$ cat src/rtl/intr_agg_pkg.sv
package intr_agg_pkg;
  localparam int SRC_N     = 12;
  localparam int REASON_W  = 13;
  localparam int ADDR_W    = 5;
  localparam int DATA_W    = 32;
  localparam int IDX_W     = $clog2(SRC_N);
  localparam int ABORT_IDX = 6;
  localparam int RXFULL_IDX  = 2;
  localparam int TXEMPTY_IDX = 4;

  // sources that mirror a level rather than latch a pulse
  localparam logic [SRC_N-1:0] LEVEL_MASK =
    (SRC_N'(1) << RXFULL_IDX) | (SRC_N'(1) << TXEMPTY_IDX);

  localparam logic [ADDR_W-1:0] ADR_RAW      = ADDR_W'(0);
  localparam logic [ADDR_W-1:0] ADR_ENABLE   = ADDR_W'(1);
  localparam logic [ADDR_W-1:0] ADR_MASKED   = ADDR_W'(2);
  localparam logic [ADDR_W-1:0] ADR_REASON   = ADDR_W'(3);
  localparam logic [ADDR_W-1:0] ADR_ACK_ALL  = ADDR_W'(4);
  localparam logic [ADDR_W-1:0] ADR_ACK_BASE = ADDR_W'(5);
  localparam logic [ADDR_W-1:0] ADR_ACK_END  = ADDR_W'(5 + SRC_N);

  typedef enum logic [2:0] {
    RD_NONE, RD_RAW, RD_ENABLE, RD_MASKED, RD_REASON, RD_ACK_ALL, RD_ACK_ONE
  } rdKind_t;

  typedef struct packed {
    logic [SRC_N-1:0] clrVec;
    logic             enableWe;
    rdKind_t          rdKind;
    logic [IDX_W-1:0] srcIdx;
  } ctrlStrobe_t;
endpackage

$ cat src/rtl/intr_agg_ctrl.sv
module intr_agg_ctrl
  import intr_agg_pkg::*;
(
  input  logic              busRd,
  input  logic              busWr,
  input  logic [ADDR_W-1:0] busAddr,
  output ctrlStrobe_t       strobe
);
  logic [ADDR_W-1:0] ackOffset;
  logic              inAckRange;

  assign ackOffset  = busAddr - ADR_ACK_BASE;
  assign inAckRange = (busAddr >= ADR_ACK_BASE) && (busAddr < ADR_ACK_END);

  always_comb begin
    strobe          = '0;
    strobe.rdKind   = RD_NONE;
    strobe.enableWe = busWr && (busAddr == ADR_ENABLE);
    if (busRd) begin
      if (busAddr == ADR_RAW)         strobe.rdKind = RD_RAW;
      else if (busAddr == ADR_ENABLE) strobe.rdKind = RD_ENABLE;
      else if (busAddr == ADR_MASKED) strobe.rdKind = RD_MASKED;
      else if (busAddr == ADR_REASON) strobe.rdKind = RD_REASON;
      else if (busAddr == ADR_ACK_ALL) begin
        strobe.rdKind = RD_ACK_ALL;
        strobe.clrVec = '1;
      end else if (inAckRange) begin
        strobe.rdKind = RD_ACK_ONE;
        strobe.srcIdx = IDX_W'(ackOffset);
        strobe.clrVec = SRC_N'(1) << ackOffset;
      end
    end
  end
endmodule

$ cat src/rtl/intr_agg_datapath.sv
module intr_agg_datapath
  import intr_agg_pkg::*;
(
  input  logic                clk,
  input  logic                rstN,
  input  ctrlStrobe_t         strobe,
  input  logic [SRC_N-1:0]    srcEvt,
  input  logic [REASON_W-1:0] abortCause,
  input  logic [DATA_W-1:0]   busWdata,
  output logic [DATA_W-1:0]   rdData,
  output logic                irq
);
  logic [SRC_N-1:0]    rawStat;
  logic [SRC_N-1:0]    enableReg;
  logic [SRC_N-1:0]    maskedStat;
  logic [REASON_W-1:0] reasonReg;

  assign maskedStat = rawStat & enableReg;

  for (genvar i = 0; i < SRC_N; i++) begin : g_src
    if (LEVEL_MASK[i]) begin : g_level
      always_ff @(posedge clk or negedge rstN) begin
        if (!rstN) rawStat[i] <= 1'b0;
        else       rawStat[i] <= srcEvt[i];
      end
    end else begin : g_sticky
      always_ff @(posedge clk or negedge rstN) begin
        if (!rstN) rawStat[i] <= 1'b0;
        else       rawStat[i] <= srcEvt[i] | (rawStat[i] & ~strobe.clrVec[i]);
      end


      set_wins_chk: assert property (@(posedge clk) disable iff (!rstN)
        srcEvt[i] |=> rawStat[i]);

      ack_clears_chk: assert property (@(posedge clk) disable iff (!rstN)
        (strobe.clrVec[i] && !srcEvt[i]) |=> !rawStat[i]);
    end
  end

  always_ff @(posedge clk or negedge rstN) begin
    if (!rstN)                 enableReg <= '0;
    else if (strobe.enableWe)  enableReg <= busWdata[SRC_N-1:0];
  end

  always_ff @(posedge clk or negedge rstN) begin
    if (!rstN) begin
      reasonReg <= '0;
    end else if (srcEvt[ABORT_IDX]) begin
      reasonReg <= (strobe.clrVec[ABORT_IDX] ? '0 : reasonReg) | abortCause;
    end else if (strobe.clrVec[ABORT_IDX]) begin
      reasonReg <= '0;
    end
  end

  always_ff @(posedge clk or negedge rstN) begin
    if (!rstN) irq <= 1'b0;
    else       irq <= |maskedStat;
  end

  always_comb begin
    rdData = '0;
    case (strobe.rdKind)
      RD_RAW:     rdData[SRC_N-1:0]    = rawStat;
      RD_ENABLE:  rdData[SRC_N-1:0]    = enableReg;
      RD_MASKED:  rdData[SRC_N-1:0]    = maskedStat;
      RD_REASON:  rdData[REASON_W-1:0] = reasonReg;
      RD_ACK_ALL: rdData[0]            = |(rawStat & ~LEVEL_MASK);
      RD_ACK_ONE: rdData[0]            = rawStat[strobe.srcIdx];
      default:    rdData               = '0;
    endcase
  end


  reason_clear_chk: assert property (@(posedge clk) disable iff (!rstN)
    (strobe.clrVec[ABORT_IDX] && !srcEvt[ABORT_IDX]) |=> (reasonReg == '0));

  reason_hold_chk: assert property (@(posedge clk) disable iff (!rstN)
    (!srcEvt[ABORT_IDX] && !strobe.clrVec[ABORT_IDX]) |=> $stable(reasonReg));

  irq_quiet_chk: assert property (@(posedge clk) disable iff (!rstN)
    (enableReg == '0) |=> !irq);

  enable_hold_chk: assert property (@(posedge clk) disable iff (!rstN)
    !strobe.enableWe |=> $stable(enableReg));
endmodule

$ cat src/rtl/intr_agg_top.sv
module intr_agg_top
  import intr_agg_pkg::*;
(
  input  logic                clk,
  input  logic                rstN,
  input  logic [SRC_N-1:0]    srcEvt,
  input  logic [REASON_W-1:0] abortCause,
  input  logic                busRd,
  input  logic                busWr,
  input  logic [ADDR_W-1:0]   busAddr,
  input  logic [DATA_W-1:0]   busWdata,
  output logic [DATA_W-1:0]   busRdata,
  output logic                irq
);
  ctrlStrobe_t strobe;

  intr_agg_ctrl i_ctrl (
    .busRd   (busRd),
    .busWr   (busWr),
    .busAddr (busAddr),
    .strobe  (strobe)
  );

  intr_agg_datapath i_dp (
    .clk        (clk),
    .rstN       (rstN),
    .strobe     (strobe),
    .srcEvt     (srcEvt),
    .abortCause (abortCause),
    .busWdata   (busWdata),
    .rdData     (busRdata),
    .irq        (irq)
  );
endmodule

$ cat config.mk
export PLATFORM = sky130hd
export DESIGN_NAME = intr_agg_top
export DESIGN_NICKNAME = d
export VERILOG_FILES = /design/src/rtl/intr_agg_pkg.sv /design/src/rtl/intr_agg_ctrl.sv /design/src/rtl/intr_agg_datapath.sv /design/src/rtl/intr_agg_top.sv
export SDC_FILE = /design/constraint.sdc
export NUM_CORES = 1
export LEC_CHECK = 0
export ABC_AREA = 1
export BUFFER_PORTS_ARGS = -buffer_cell sky130_fd_sc_hd__clkbuf_2
export CAP_MARGIN = 5
export CORE_UTILIZATION = 30
export CTS_CLUSTER_DIAMETER = 50
export DETAILED_ROUTE_END_ITERATION = 12
export PLACE_DENSITY_LB_ADDON = 0.3
export REMOVE_ABC_BUFFERS = 1
export SYNTH_ARGS = -nofsm -noshare
export SYNTH_HDL_FRONTEND = slang
export SYNTH_SLANG_ARGS = --single-unit
$ cat constraint.sdc
create_clock -name clk -period 2.1 [get_ports clk]
set_input_delay 0.105 -clock clk [delete_from_list [all_inputs] [get_ports clk]]
set_output_delay 0.105 -clock clk [all_outputs]
set_load 0.005 [all_outputs]
**After elaboration in Yosys (flattened, before gate mapping)**

Index checks and enable logic that the tools add are counted.

- Register bits: 38
- Output and inout port bits: 33
- Word-level logic and storage cells: 93

- $add $sub $neg: 1
- Magnitude comparators: 3
- Equality and inequality tests: 10
- Shift operators: 1
- Mux-type cells: 26
- Bitwise operators: 32
- Reduce and logical (&&, ||, !) cells: 5

Operator list:

| kind | number |
|---|---|
| $mux 12 | 7 |
| $pmux 11 s4 | 1 |
| $mux 13 | 2 |
| $mux 4 | 5 |
| $mux 3 | 5 |
| $mux 7 | 2 |
| $or 13x13->13 | 1 |
| $and 12x12->12 | 1 |
| $reduce_or 12->1 | 1 |
| $shl 1x5->12 const A | 1 |
| $and 1x1->1 | 10 |
| $eq 5x2->1 const B | 2 |
| $not 1->1 | 10 |
| $or 1x1->1 | 10 |
| $reduce_or 10->1 | 1 |
| $eq 3x3->1 const B | 3 |
| $eq 3x2->1 const B | 2 |
| $pmux 1 s6 | 1 |
| $eq 5x1->1 const B | 1 |
| $eq 5x3->1 const B | 1 |
| $ge 5x3->1 const B | 1 |
| $logic_not 5->1 | 1 |
| $lt 4x5->1 const B | 1 |
| $lt 5x5->1 const B | 1 |
| 5 further kinds | 7 |

**Longest topological paths before layout**

- Depth after elaboration: 12
- Mapped depth: 15
- Mapped depth without buffers: 15

**Hierarchy**

A second synthesis with hierarchy kept.

- Cell total of the unflattened synthesis: 370
- Area, all modules: 2,677.6 sq um

Modules (own cells, without submodules):

| module | instances | cells each | area each (sq um) | seq. area each (sq um) |
|---|---|---|---|---|
| intr_agg_datapath | 1 | 258 | 2,072.0 | 950.9 |
| intr_agg_ctrl | 1 | 112 | 605.6 | 0.0 |

**Worst setup path after synthesis**

No wires, ideal clock.

- Path type: input to output
- From: in busAddr[0]
- To: out busRdata[10]
- Arrival time: 1.564 ns
- Required time: 1.995 ns
- Setup slack: 0.431 ns
- Cell stages on the path: 10
- Buffers on the path: 0
- Cells stage by stage: inv_1 ha_1 nand2_1 nor2_2 nor2_4 o21ai_4 nand2_2 nor2_4 a21oi_1 o21ai_1

- Cells in the longest elaborated chain, start to end: 11
- Elaborated cells between the ends (all ways): 20
- Classes of those cells: 2 x order compare; 8 x eq/ne; 8 x mux; 2 x reduce/logical

Ends and longest elaborated chain:

| item | line | RTL |
|---|---|---|
| start, declared | intr_agg_top.sv:10 | `input logic [ADDR_W-1:0] busAddr,` |
| $ge 5x3->1 / $lt 5x5->1 (equally long branches) | intr_agg_ctrl.sv:13 | `assign inAckRange = (busAddr >= ADR_ACK_BASE) && (busAddr < ADR_ACK_END);` |
| $logic_and 1x1->1 | intr_agg_ctrl.sv:13 |  |
| $mux 7 | intr_agg_ctrl.sv:27 | `end else if (inAckRange) begin` |
| $mux 3 | intr_agg_ctrl.sv:24 | `else if (busAddr == ADR_ACK_ALL) begin` |
| $mux 3 | intr_agg_ctrl.sv:23 | `else if (busAddr == ADR_REASON) strobe.rdKind = RD_REASON;` |
| $mux 3 | intr_agg_ctrl.sv:22 | `else if (busAddr == ADR_MASKED) strobe.rdKind = RD_MASKED;` |
| $mux 3 | intr_agg_ctrl.sv:21 | `else if (busAddr == ADR_ENABLE) strobe.rdKind = RD_ENABLE;` |
| $mux 3 * | intr_agg_ctrl.sv:20 | `if (busAddr == ADR_RAW) strobe.rdKind = RD_RAW;` |
| $mux 7 * | intr_agg_ctrl.sv:19 | `if (busRd) begin` |
| $eq 3x3->1 (tied with other cells) | intr_agg_datapath.sv:63 | `case (strobe.rdKind)` |
| $pmux 11 s4 * | intr_agg_datapath.sv:63 |  |
| end, declared | intr_agg_top.sv:12 | `output logic [DATA_W-1:0] busRdata,` |

Mark *: on every way between the ends. The rest lies on a longest branch, timed or not.

**Final worst setup path**

- From: in busAddr[0]
- To: out busRdata[9]

Same word-level chain as after synthesis.

==> flow_metrics.tcl <==
set metrics [dict create \
    status "complete, no violations" \
    pre_cts_slack_ns 0.0318 \
    synth-async-reset-ratio_pct 100 \
    die_area_um2 9170 \
    die_y_um 95.7 \
    rows 33 \
    drt_iter0_drc 128 \
    arrival_ns 1.91 \
    via_per_inst 4.73 \
    clock_latency_ns 0.30 \
    synth_seq_cells 38 \
    cp-end-kind "primary output" \
    irDropWorstVdd_uv 399 \
    post-route-drc-count 0 \
    drtPass1Iterations 4 \
    io_pins 99 \
    path_class "input port to primary output" \
    worst-slew-pin-transition_ns 0.913 \
    setup_viol 0 \
    syn_area_per_cell_um2 8.32 \
    instances_no_fill 519 \
    htree_levels 2 \
    clock_path_buffers 2 \
    cap_violations 0 \
    synth_edf_count 0 \
    die_w_um 95.7 \
    dp_cells 495 \
    hold_depth 2 \
    hold-path-endpoint "i_dp.rawStat[0]$_DFF_PN0_" \
    routed_wl_um 6770 \
    rsz0062_at_grt "yes" \
    placedInstanceArea_um2 3120 \
    power_density_nw_per_um2 597 \
    leakage_nw 1.74 \
    fin_nets 485 \
    postRouteAntennaNets 0 \
    skew_ns 0.00701 \
    portBuffers 59 \
    numCtsBuffers 5 \
    vias 2453 \
    cts.clk_slew.worst_paths_ns 0.07 \
    finalCritPeriodShare_pct 95.9 \
    seq_area_frac_synth_pct 36.1 \
    wire_per_inst_um 13.0 \
    cts_sinks 38 \
    drv_slew 0 \
    netlist_area_um2 2640 \
    hold_viol 0 \
    gp_congestion 0.826 \
    max_freq_mhz 497 \
    crit_fanout 5 \
    syn_to_final_growth_pct 33.2 \
    antenna_found_initial 0 \
    hpwl_um 5210 \
    crit_required_ns 2.00 \
    synth_cells 317 \
    total_power_mw 2.10 \
    synth_cell_type_count 39 \
    worstReg2RegEnd "i_dp.irq$_DFF_PN0_" \
    setup_ws_ns 0.0859 \
    fin_hold_ws_ns 0.0145 \
    r2r_cells 3 \
    min_path_type "input port to flip-flop" \
    min_period_ns 2.01 \
    ff2ff_setup_slack_ns 0.69 \
    grt.overflow.total 0 \
    grt_pass1_wl_um 10500 \
    slew_headroom_pct 39.2 \
    grt_max_degree 39 \
    grt_pass1_vias 2296 \
    drive_above_1_share_pct 37.2 \
    core_area_um2 8340 \
    timing.rr.start "i_dp.rawStat[10]$_DFF_PN0_" \
    cts-root-buf "clkbuf_8" \
    start_util_pct 31.6 \
    grtUsageTotal_pct 15.0 \
    synth_warnings 0 \
    startpoint_type "input port" \
    hold_start "srcEvt[0]" \
    cts_tree "done" \
    antennaDiodeCount 0 \
    synth-main-ff-cell "dfrtp_1" \
    fin_area_um2 3510 \
]
[cell families after synthesis]
family / synth area share (%)
AOI/OAI and AO/OA: 16.7
xor gates and xnor gates: 1.38
adders and majority gates: 2.85
buffers and inverters: 12.8
DFF: 36.1
muxes: 5.13
other: 0.142
and+or+nand+nor: 24.9
[worst max-delay path, stage by stage]
cell and delay [ns]:
clkbuf_4 0.15, buf_4 0.14, ha_2 0.18, nand2_1 0.07
a21oi_1 0.07, buf_4 0.15, o21ai_2 0.14, inv_2 0.07
nor3_4 0.34, clkbuf_16 0.22, a21oi_1 0.04, o21ai_1 0.11
buf_2 0.13
[flip-flops by register name (all words and copies together), names as in the netlist]
name / cells
i_dp.reasonReg: 13
i_dp.enableReg: 12
i_dp.rawStat: 12
i_dp.irq: 1
[metal layers]
layer / part of all wire (%) / global-route usage [%] / wire length, um / up-vias
li1: - / - / - / 1227
met1: 46 / 20.6 / 3130 / 1145
met2: 46 / 24.1 / 3140 / 76
met3: 6.7 / 3.08 / 456 / 5
met4: 0.71 / 3.36 / 48 / 0
met5: 0 / 0 / 0 / -
[cells in the final DEF, fill, tap and decap left out, types with 5 or more instances in the layout]
| master | instances |
|---|---|
| nor2_4 | 7 |
| dlygate4sd3_1 | 9 |
| o21ai_1 | 8 |
| nor2_1 | 15 |
| mux2_2 | 12 |
| nand3_1 | 24 |
| inv_1 | 27 |
| conb_1 | 19 |
| a22o_1 | 16 |
| clkbuf_8 | 5 |
| buf_4 | 26 |
| o211ai_1 | 5 |
| nand2_1 | 53 |
| dfrtp_1 | 38 |
| clkbuf_2 | 55 |
| nand2_2 | 9 |
| o21ai_0 | 8 |
| a21oi_1 | 21 |
[power by group]
| group | total, mW | switching, mW | internal [mW] |
|---|---|---|---|
| clock network | 0.758 | 0.282 | 0.476 |
| logic | 0.480 | 0.246 | 0.235 |
| registers | 0.859 | 0.0582 | 0.801 |
[metrics by stage]
step / TNS (ns) / utilization (%)
floorplan: 0 / -
global placement: 0 / 37.4
detailed placement: 0 / 37.4
CTS: 0 / 40.1
global route: -0.00669 / 42.1
finish: 0 / 42.1
[cells in the mapped netlist, drive strengths merged (2+ instances only)]
cell | instances | share of area, %
nand2 | 65 | 11
dfrtp | 38 | 36
inv | 33 | 4.8
nand3 | 28 | 5.7
buf | 26 | 7.9
nor2 | 25 | 4.7
a21oi | 21 | 4.0
o21ai | 18 | 3.8
a22o | 16 | 5.3
mux2 | 12 | 5.1
ha | 6 | 2.8
o211ai | 5 | 1.4
a221oi | 3 | 1.0
nand3b | 3 | 0.85
nor4 | 3 | 0.71
or2 | 3 | 0.81
nand4 | 2 | 0.47
nor3 | 2 | 1.0
xor2 | 2 | 1.4
[area by class of cell]
class	instances	area, um^2
Tap cell	105	131
Sequential cell	38	951
Clock inverter	3	68.8
Multi-Input combinational cell	237	1500
Clock buffer	5	68.8
Fill cell	857	4830
Timing Repair Buffer	98	659
Inverter	33	131
[worst max-delay path by stage]
| stage | start | to | slack (ns) | cells past startpoint |
|---|---|---|---|---|
| global route | busAddr[1] | busRdata[11] | -0.005 | 15 |
| finish | busAddr[0] | busRdata[9] | 0.09 | 13 |
| detailed placement | busAddr[0] | busRdata[0] | 0.03 | 17 |
| global placement | busAddr[0] | busRdata[10] | 0.03 | 15 |
| CTS | busAddr[0] | busRdata[0] | 0.02 | 17 |
| floorplan | busAddr[0] | busRdata[0] | 0.33 | 14 |
[what timing repair did]
item	4_1_cts	5_1_grt
setup endpoints to repair	0	12
buffers inserted	0	6
hold buffers	9	0
endpoints found under the hold margin	46	0
gates resized for setup	0	33
Note: power is estimated with default switching activity, not from simulation.
